File: src/rtl/idxw_pkg.sv
package idxw_pkg;

  typedef enum logic [1:0] {
    RT_NONE,
    RT_INDEX,
    RT_REG,
    RT_MEM
  } route_t;

  typedef enum logic [2:0] {
    S_IDLE,
    S_RRD,
    S_RDAT,
    S_RWR,
    S_MREQ,
    S_MDAT
  } state_t;

  function automatic logic [2:0] size_bytes(input logic [1:0] code);
    case (code)
      2'd0:    return 3'd1;
      2'd1:    return 3'd2;
      default: return 3'd4;
    endcase
  endfunction

  function automatic logic [31:0] keep_low(input logic [31:0] d, input logic [2:0] n);
    logic [31:0] r;
    for (int i = 0; i < 4; i++) begin
      r[8*i +: 8] = (3'(i) < n) ? d[8*i +: 8] : 8'h00;
    end
    return r;
  endfunction

endpackage

File: src/rtl/idxw_route.sv
module idxw_route
  import idxw_pkg::*;
#(
  parameter int ADDR_W    = 16,
  parameter int IDX_ADDR  = 0,
  parameter int WIN_ADDR  = 4,
  parameter int REG_BYTES = 1024,
  parameter int MEM_BYTES = 1 << 20,
  parameter int REG_AW    = 8
) (
  input  logic [ADDR_W-1:0] addr,
  input  logic [1:0]        size,
  input  logic [31:0]       index,
  output route_t            route,
  output logic [REG_AW-1:0] word,
  output logic [1:0]        off,
  output logic [30:0]       maddr
);

  localparam logic [ADDR_W-1:0] IDX_A   = ADDR_W'(IDX_ADDR);
  localparam logic [ADDR_W-1:0] WIN_LO  = ADDR_W'(WIN_ADDR);
  localparam logic [ADDR_W-1:0] WIN_HI  = ADDR_W'(WIN_ADDR + 3);
  localparam logic [32:0]       MEM_LIM = 33'(MEM_BYTES);
  localparam logic [31:0]       REG_LIM = 32'(REG_BYTES);

  logic        win_hit;
  logic [1:0]  win_off;
  logic [31:0] sel;
  logic [32:0] mem_end;

  always_comb begin
    win_hit = (addr >= WIN_LO) && (addr <= WIN_HI);
    win_off = 2'(addr - WIN_LO);
    if (win_hit) begin
      sel = {1'b0, index[30:0]} + {30'd0, win_off};
    end else begin
      sel = 32'(addr);
    end
    mem_end = {2'b00, index[30:0]} + {30'd0, size_bytes(size)};

    if (addr == IDX_A) begin
      route = RT_INDEX;
    end else if (win_hit && index[31]) begin
      route = (mem_end <= MEM_LIM) ? RT_MEM : RT_NONE;
    end else begin
      route = (sel < REG_LIM) ? RT_REG : RT_NONE;
    end

    word  = sel[REG_AW+1:2];
    off   = sel[1:0];
    maddr = index[30:0];
  end

endmodule

File: src/rtl/idxw_lanes.sv
module idxw_lanes #(
  parameter int LANES = 4
) (
  input  logic [8*LANES-1:0] old_word,
  input  logic [8*LANES-1:0] wdata,
  input  logic [1:0]         off,
  input  logic [2:0]         nbytes,
  output logic [8*LANES-1:0] merged,
  output logic [8*LANES-1:0] extracted
);

  localparam int W  = 8 * LANES;
  localparam int MW = 2 * LANES;

  logic [MW-1:0] span;
  logic [W-1:0]  up;
  logic [W-1:0]  down;

  always_comb begin
    span = ((MW'(1) << nbytes) - MW'(1)) << off;
    up   = wdata << {off, 3'b000};
    down = old_word >> {off, 3'b000};
  end

  for (genvar i = 0; i < LANES; i++) begin : g_lane
    assign merged[8*i +: 8]    = span[i] ? up[8*i +: 8] : old_word[8*i +: 8];
    assign extracted[8*i +: 8] = (3'(i) < nbytes) ? down[8*i +: 8] : 8'h00;
  end

endmodule

File: src/rtl/idx_window.sv
module idx_window
  import idxw_pkg::*;
#(
  parameter int ADDR_W    = 16,
  parameter int IDX_ADDR  = 0,
  parameter int WIN_ADDR  = 4,
  parameter int REG_BYTES = 1024,
  parameter int MEM_BYTES = 1 << 20,
  parameter int REG_AW    = $clog2(REG_BYTES / 4)
) (
  input  logic              clk,
  input  logic              rst,
  input  logic              host_valid,
  output logic              host_ready,
  input  logic              host_we,
  input  logic [ADDR_W-1:0] host_addr,
  input  logic [1:0]        host_size,
  input  logic [31:0]       host_wdata,
  output logic              host_done,
  output logic [31:0]       host_rdata,
  output logic              reg_valid,
  input  logic              reg_ready,
  output logic              reg_we,
  output logic [REG_AW-1:0] reg_addr,
  output logic [31:0]       reg_wdata,
  input  logic [31:0]       reg_rdata,
  output logic              mem_valid,
  input  logic              mem_ready,
  output logic              mem_we,
  output logic [30:0]       mem_addr,
  output logic [1:0]        mem_size,
  output logic [31:0]       mem_wdata,
  input  logic [31:0]       mem_rdata
);

  state_t            state;
  logic [31:0]       index_q;
  logic              we_q;
  logic [31:0]       wdata_q;
  logic [31:0]       wbuf_q;
  logic [2:0]        n_q;
  logic [1:0]        off_q;
  logic [1:0]        size_q;
  logic [REG_AW-1:0] word_q;
  logic [30:0]       maddr_q;
  logic              done_q;
  logic [31:0]       rdata_q;

  route_t            rt;
  logic [REG_AW-1:0] rt_word;
  logic [1:0]        rt_off;
  logic [30:0]       rt_maddr;
  logic [2:0]        host_n;
  logic              full_word;

  logic [31:0]       idx_merged;
  logic [31:0]       idx_extract;
  logic [31:0]       rg_merged;
  logic [31:0]       rg_extract;

  idxw_route #(
    .ADDR_W   (ADDR_W),
    .IDX_ADDR (IDX_ADDR),
    .WIN_ADDR (WIN_ADDR),
    .REG_BYTES(REG_BYTES),
    .MEM_BYTES(MEM_BYTES),
    .REG_AW   (REG_AW)
  ) u_route (
    .addr (host_addr),
    .size (host_size),
    .index(index_q),
    .route(rt),
    .word (rt_word),
    .off  (rt_off),
    .maddr(rt_maddr)
  );

  // Index register lanes: always offset 0
  idxw_lanes #(.LANES(4)) u_idx_lanes (
    .old_word (index_q),
    .wdata    (host_wdata),
    .off      (2'd0),
    .nbytes   (host_n),
    .merged   (idx_merged),
    .extracted(idx_extract)
  );

  // Register word lanes: operate on the word returned by the register port
  idxw_lanes #(.LANES(4)) u_reg_lanes (
    .old_word (reg_rdata),
    .wdata    (wdata_q),
    .off      (off_q),
    .nbytes   (n_q),
    .merged   (rg_merged),
    .extracted(rg_extract)
  );

  assign host_n    = size_bytes(host_size);
  assign full_word = (host_n == 3'd4) && (rt_off == 2'd0);

  always_ff @(posedge clk) begin
    if (rst) begin
      state   <= S_IDLE;
      index_q <= '0;
      we_q    <= 1'b0;
      wdata_q <= '0;
      wbuf_q  <= '0;
      n_q     <= 3'd1;
      off_q   <= '0;
      size_q  <= '0;
      word_q  <= '0;
      maddr_q <= '0;
      done_q  <= 1'b0;
      rdata_q <= '0;
    end else begin
      done_q <= 1'b0;
      case (state)
        S_IDLE: begin
          if (host_valid) begin
            we_q    <= host_we;
            wdata_q <= host_wdata;
            wbuf_q  <= host_wdata;
            n_q     <= host_n;
            off_q   <= rt_off;
            size_q  <= host_size;
            word_q  <= rt_word;
            maddr_q <= rt_maddr;
            case (rt)
              RT_INDEX: begin
                if (host_we) index_q <= idx_merged;
                rdata_q <= host_we ? 32'd0 : idx_extract;
                done_q  <= 1'b1;
              end
              RT_REG: begin
                state <= (host_we && full_word) ? S_RWR : S_RRD;
              end
              RT_MEM: begin
                state <= S_MREQ;
              end
              default: begin
                rdata_q <= 32'd0;
                done_q  <= 1'b1;
              end
            endcase
          end
        end
        S_RRD: begin
          if (reg_ready) state <= S_RDAT;
        end
        S_RDAT: begin
          if (we_q) begin
            wbuf_q <= rg_merged;
            state  <= S_RWR;
          end else begin
            rdata_q <= rg_extract;
            done_q  <= 1'b1;
            state   <= S_IDLE;
          end
        end
        S_RWR: begin
          if (reg_ready) begin
            rdata_q <= 32'd0;
            done_q  <= 1'b1;
            state   <= S_IDLE;
          end
        end
        S_MREQ: begin
          if (mem_ready) begin
            if (we_q) begin
              rdata_q <= 32'd0;
              done_q  <= 1'b1;
              state   <= S_IDLE;
            end else begin
              state <= S_MDAT;
            end
          end
        end
        S_MDAT: begin
          rdata_q <= keep_low(mem_rdata, n_q);
          done_q  <= 1'b1;
          state   <= S_IDLE;
        end
        default: state <= S_IDLE;
      endcase
    end
  end

  assign host_ready = (state == S_IDLE);
  assign host_done  = done_q;
  assign host_rdata = rdata_q;

  assign reg_valid  = (state == S_RRD) || (state == S_RWR);
  assign reg_we     = (state == S_RWR);
  assign reg_addr   = word_q;
  assign reg_wdata  = wbuf_q;

  assign mem_valid  = (state == S_MREQ);
  assign mem_we     = we_q;
  assign mem_addr   = maddr_q;
  assign mem_size   = size_q;
  assign mem_wdata  = keep_low(wdata_q, n_q);

endmodule

File: config.mk
export PLATFORM = sky130hd
export DESIGN_NAME = idx_window
export DESIGN_NICKNAME = d
export VERILOG_FILES = /design/src/rtl/idxw_pkg.sv /design/src/rtl/idxw_route.sv /design/src/rtl/idxw_lanes.sv /design/src/rtl/idx_window.sv
export SDC_FILE = /design/constraint.sdc
export NUM_CORES = 1
export LEC_CHECK = 0
export ABC_AREA = 1
export BUFFER_PORTS_ARGS = -buffer_cell sky130_fd_sc_hd__buf_2
export CELL_PAD_IN_SITES_DETAIL_PLACEMENT = 0
export CELL_PAD_IN_SITES_GLOBAL_PLACEMENT = 2
export CORE_MARGIN = 4
export CORE_UTILIZATION = 30
export DETAILED_ROUTE_END_ITERATION = 10
export HOLD_SLACK_MARGIN = 0.05
export PLACE_DENSITY = 0.95
export SKIP_LAST_GASP = 1
export SLEW_MARGIN = 15
export SYNTH_ARGS = -nofsm -noshare
export SYNTH_HDL_FRONTEND = slang
export SYNTH_SLANG_ARGS = --single-unit
File: constraint.sdc
create_clock -name clk -period 9.4 [get_ports clk]
set_clock_uncertainty 0.15 [all_clocks]
set_input_delay 1.88 -clock clk [delete_from_list [all_inputs] [get_ports clk]]
set_output_delay 1.88 -clock clk [all_outputs]
set_load 0.01 [all_outputs]
==> flow_summary.json <==
{
  "drc_errors": 0,
  "drive_above_1_share_pct": 18.6,
  "clkLatencyLatePin_ns": 0.46,
  "grt_first_pass_wirelength_mm": 77.9,
  "setup_viol": 0,
  "syn_inst": 1699,
  "power_per_cell_area_nw_per_um2": 147,
  "clockRootBuffer": "clkbuf_16",
  "coreArea_sq_um": 34900,
  "clock_sinks": 179,
  "crit_path_frequent_cell": "nor2_1",
  "status": "complete, no violations",
  "gp_congestion": 0.983,
  "max_freq_mhz": 175,
  "setup-tns-final_ns": 0,
  "yosys_warnings": 0,
  "synth_ff_type": "dfxtp_1",
  "critical_path.max_fanout": 20,
  "report.final.slew_viol_count": 0,
  "fin_cells": 2361,
  "ioPinCount": 263,
  "drt-initial-drc-count": 1362,
  "arrival_ns": 3.68,
  "min_path_type": "flop to flop",
  "slew_headroom_pct": 19.7,
  "post_drt_wl_per_cell_microns": 22.9,
  "postCtsHoldBufs": 0,
  "start_util_pct": 30.7,
  "io_buffers": 262,
  "syn2layout_area_growth_pct": 20.3,
  "avgViaCountPerCell": 5.42,
  "min_period_ns": 5.71,
  "antenna_found_initial": 1,
  "r2r_slack_ns": 5.10,
  "cp_slowest_cell": "nor2_1",
  "ys_seq_area_share_pct": 33.4,
  "place_inst": 2327,
  "critPathRequiredTime_ns": 7.37,
  "syn_area_sq_um": 10700,
  "syn_nets": 1829,
  "maxCapViolCount": 0,
  "rsz0062_at_grt": "no",
  "dieHeight_microns": 197,
  "dieArea_sq_um": 38800,
  "postLayoutCoreUtil_pct": 37.0,
  "ys_ff_latch": 179,
  "cts_resized": 0,
  "vdd_drop_max_mv": 0.132,
  "fill_cells": 3864,
  "worst_slew_pin_slew_ns": 1.20,
  "grt.overflow.total": 0,
  "crit_path_cell_trace": "nor2_2 -> nor2_1 -> clkinv_1 -> nor2_1 -> buf_2",
  "endpoint_kind": "primary output",
  "grtUsageTotal_pct": 26.7,
  "synthArstFlopShare_pct": 0,
  "drt_pre_antenna_iters": 6,
  "cts_tree": "built",
  "grt_max_degree": 122,
  "finalCritPeriodShare_pct": 60.7,
  "finalNetCount": 2021,
  "clk_path_buf_depth": 2,
  "start_kind": "flop",
  "hpwl_mm": 41.8,
  "cts_buffers": 17,
  "wirelength_mm": 54.0,
  "clkTransAtPathRegs_ns": 0.07,
  "rows": 68,
  "drt.antenna.violating_nets": 0,
  "crit_path_max_incr_delay_ns": 0.93,
  "power_leakage_nw": 5.68,
  "synth_cell_types": 43,
  "synth_edf_count": 0,
  "critPathKind": "flop to primary output",
  "cts_setup_buffers": 0,
  "cts_max_level": 4,
  "die_x_microns": 197,
  "grt_pass1_vias": 11833,
  "hold_violations": 0,
  "avgSynthCellArea_sq_um": 6.31,
  "via_count": 12798
}
## logic make-up (layout without fill, tap and decap cells)
group | Yosys count | in the layout | synth area share (%)
AOI/OAI and AO/OA | 479 | 479 | 24.6
xor gates and xnor gates | 13 | 13 | 1.06
adders and majority gates | 10 | 10 | 1.31
buffers and inverters | 267 | 472 | 9.71
DFF | 179 | 179 | 33.4
other | 0 | 2 | 0
and+or+nand+nor | 751 | 751 | 30.0
## area by class of cell
cell class,count,area [sq um],share of cell area [%]
multi-input combinational,1253,6110,47.4
timing repair buffer,274,1400,10.9
sequential,179,3580,27.8
clock buffer,18,439,3.40
antenna,2,5.00,0.0388
clock inverter,14,161,1.25
inverter,166,626,4.85
tap,455,569,4.41
## registers in the layout (all words and copies together), names as in the netlist
register and cells:
wdata_q 32, mem_we 1, mem_addr 31, n_q 3
index_q 32, host_rdata 32, reg_addr 8, reg_wdata 32
state 3, host_done 1, mem_size 2, off_q 2
## power by group
group	switching (W)	leakage, nW	internal (W)
Combinational	0.000233	3.93	0.0000973
Sequential	0.0000257	1.47	0.000794
Clock	0.000387	0.284	0.000365
Total	0.000646	5.68	0.00126
## cells in the final DEF, fill, tap and decap left out, drive strengths merged, types with 8 or more instances in the layout
master	count
ha	8
nand4	15
clkbuf	18
a221oi	8
o21ai	221
buf	274
inv	170
a22oi	8
dfxtp	179
nor2	202
o211ai	24
a21oi	154
a31oi	42
nand3	141
nor4	8
xor2	12
nand2	376
## synth_stat cells (4+ instances only)
| master | instances | area [sq um] |
|---|---|---|
| a21oi_1 | 154 | 771 |
| a221oi_1 | 8 | 70.1 |
| a22oi_1 | 8 | 60.1 |
| a31oi_1 | 42 | 263 |
| a32oi_1 | 7 | 61.3 |
| buf_1 | 4 | 15.0 |
| buf_2 | 8 | 40.0 |
| clkbuf_1 | 85 | 319 |
| dfxtp_1 | 179 | 3580 |
| ha_1 | 8 | 100 |
| inv_1 | 157 | 589 |
| inv_2 | 5 | 18.8 |
| nand2_1 | 367 | 1380 |
| nand2_2 | 8 | 50.1 |
| nand3_1 | 137 | 686 |
| nand3_2 | 4 | 40.0 |
| nand4_1 | 15 | 93.8 |
| nor2_1 | 178 | 668 |
| nor2_2 | 17 | 106 |
| nor2_4 | 7 | 78.8 |
| nor3_1 | 6 | 30.0 |
| nor4_1 | 8 | 50.1 |
| o211ai_1 | 24 | 180 |
| o21ai_0 | 218 | 1090 |
| o32ai_1 | 7 | 61.3 |
| xor2_1 | 12 | 105 |
## per-stage QoR
step	total power, W	hold WS (ns)	instance area [sq um]	setup WS (ns)
after detailed placement	0.00116	0.305	12300	3.95
after floorplan	0.00101	0.304	10700	4.99
final	0.00190	0.315	12900	3.69
after global routing	0.00197	0.331	12900	3.47
after global placement	0.00116	0.298	12300	4.01
after CTS	0.00190	0.317	12900	3.79
## final timing paths
check | from | cells after the start | endpoint
worst max-delay path | n_q[2] | 5 | mem_wdata[18]
worst min-delay path | host_rdata[17] | 2 | host_rdata[17]
worst max register to register | n_q[2] | 13 | reg_wdata[31]
worst min register to register | host_rdata[17] | 2 | host_rdata[17]
## worst max-delay path, delay by kind of cell, from the launching register on
kind	cells	cell delay, ns
AND/OR/NAND/NOR	3	1.54
flip-flops	1	0.87
buffers and inverters	2	0.80
## metal layers
| layer | vias up | GRT usage (%) | wire length, microns |
|---|---|---|---|
| met3 | 78 | 4.84 | 4920 |
| met1 | 5998 | 38.5 | 24100 |
| met2 | 625 | 41.3 | 23700 |
| met5 | - | 0 | 13 |
| met4 | 2 | 7.16 | 1360 |
| li1 | 6095 | - | - |
Note: power is estimated with default switching activity, not from simulation.
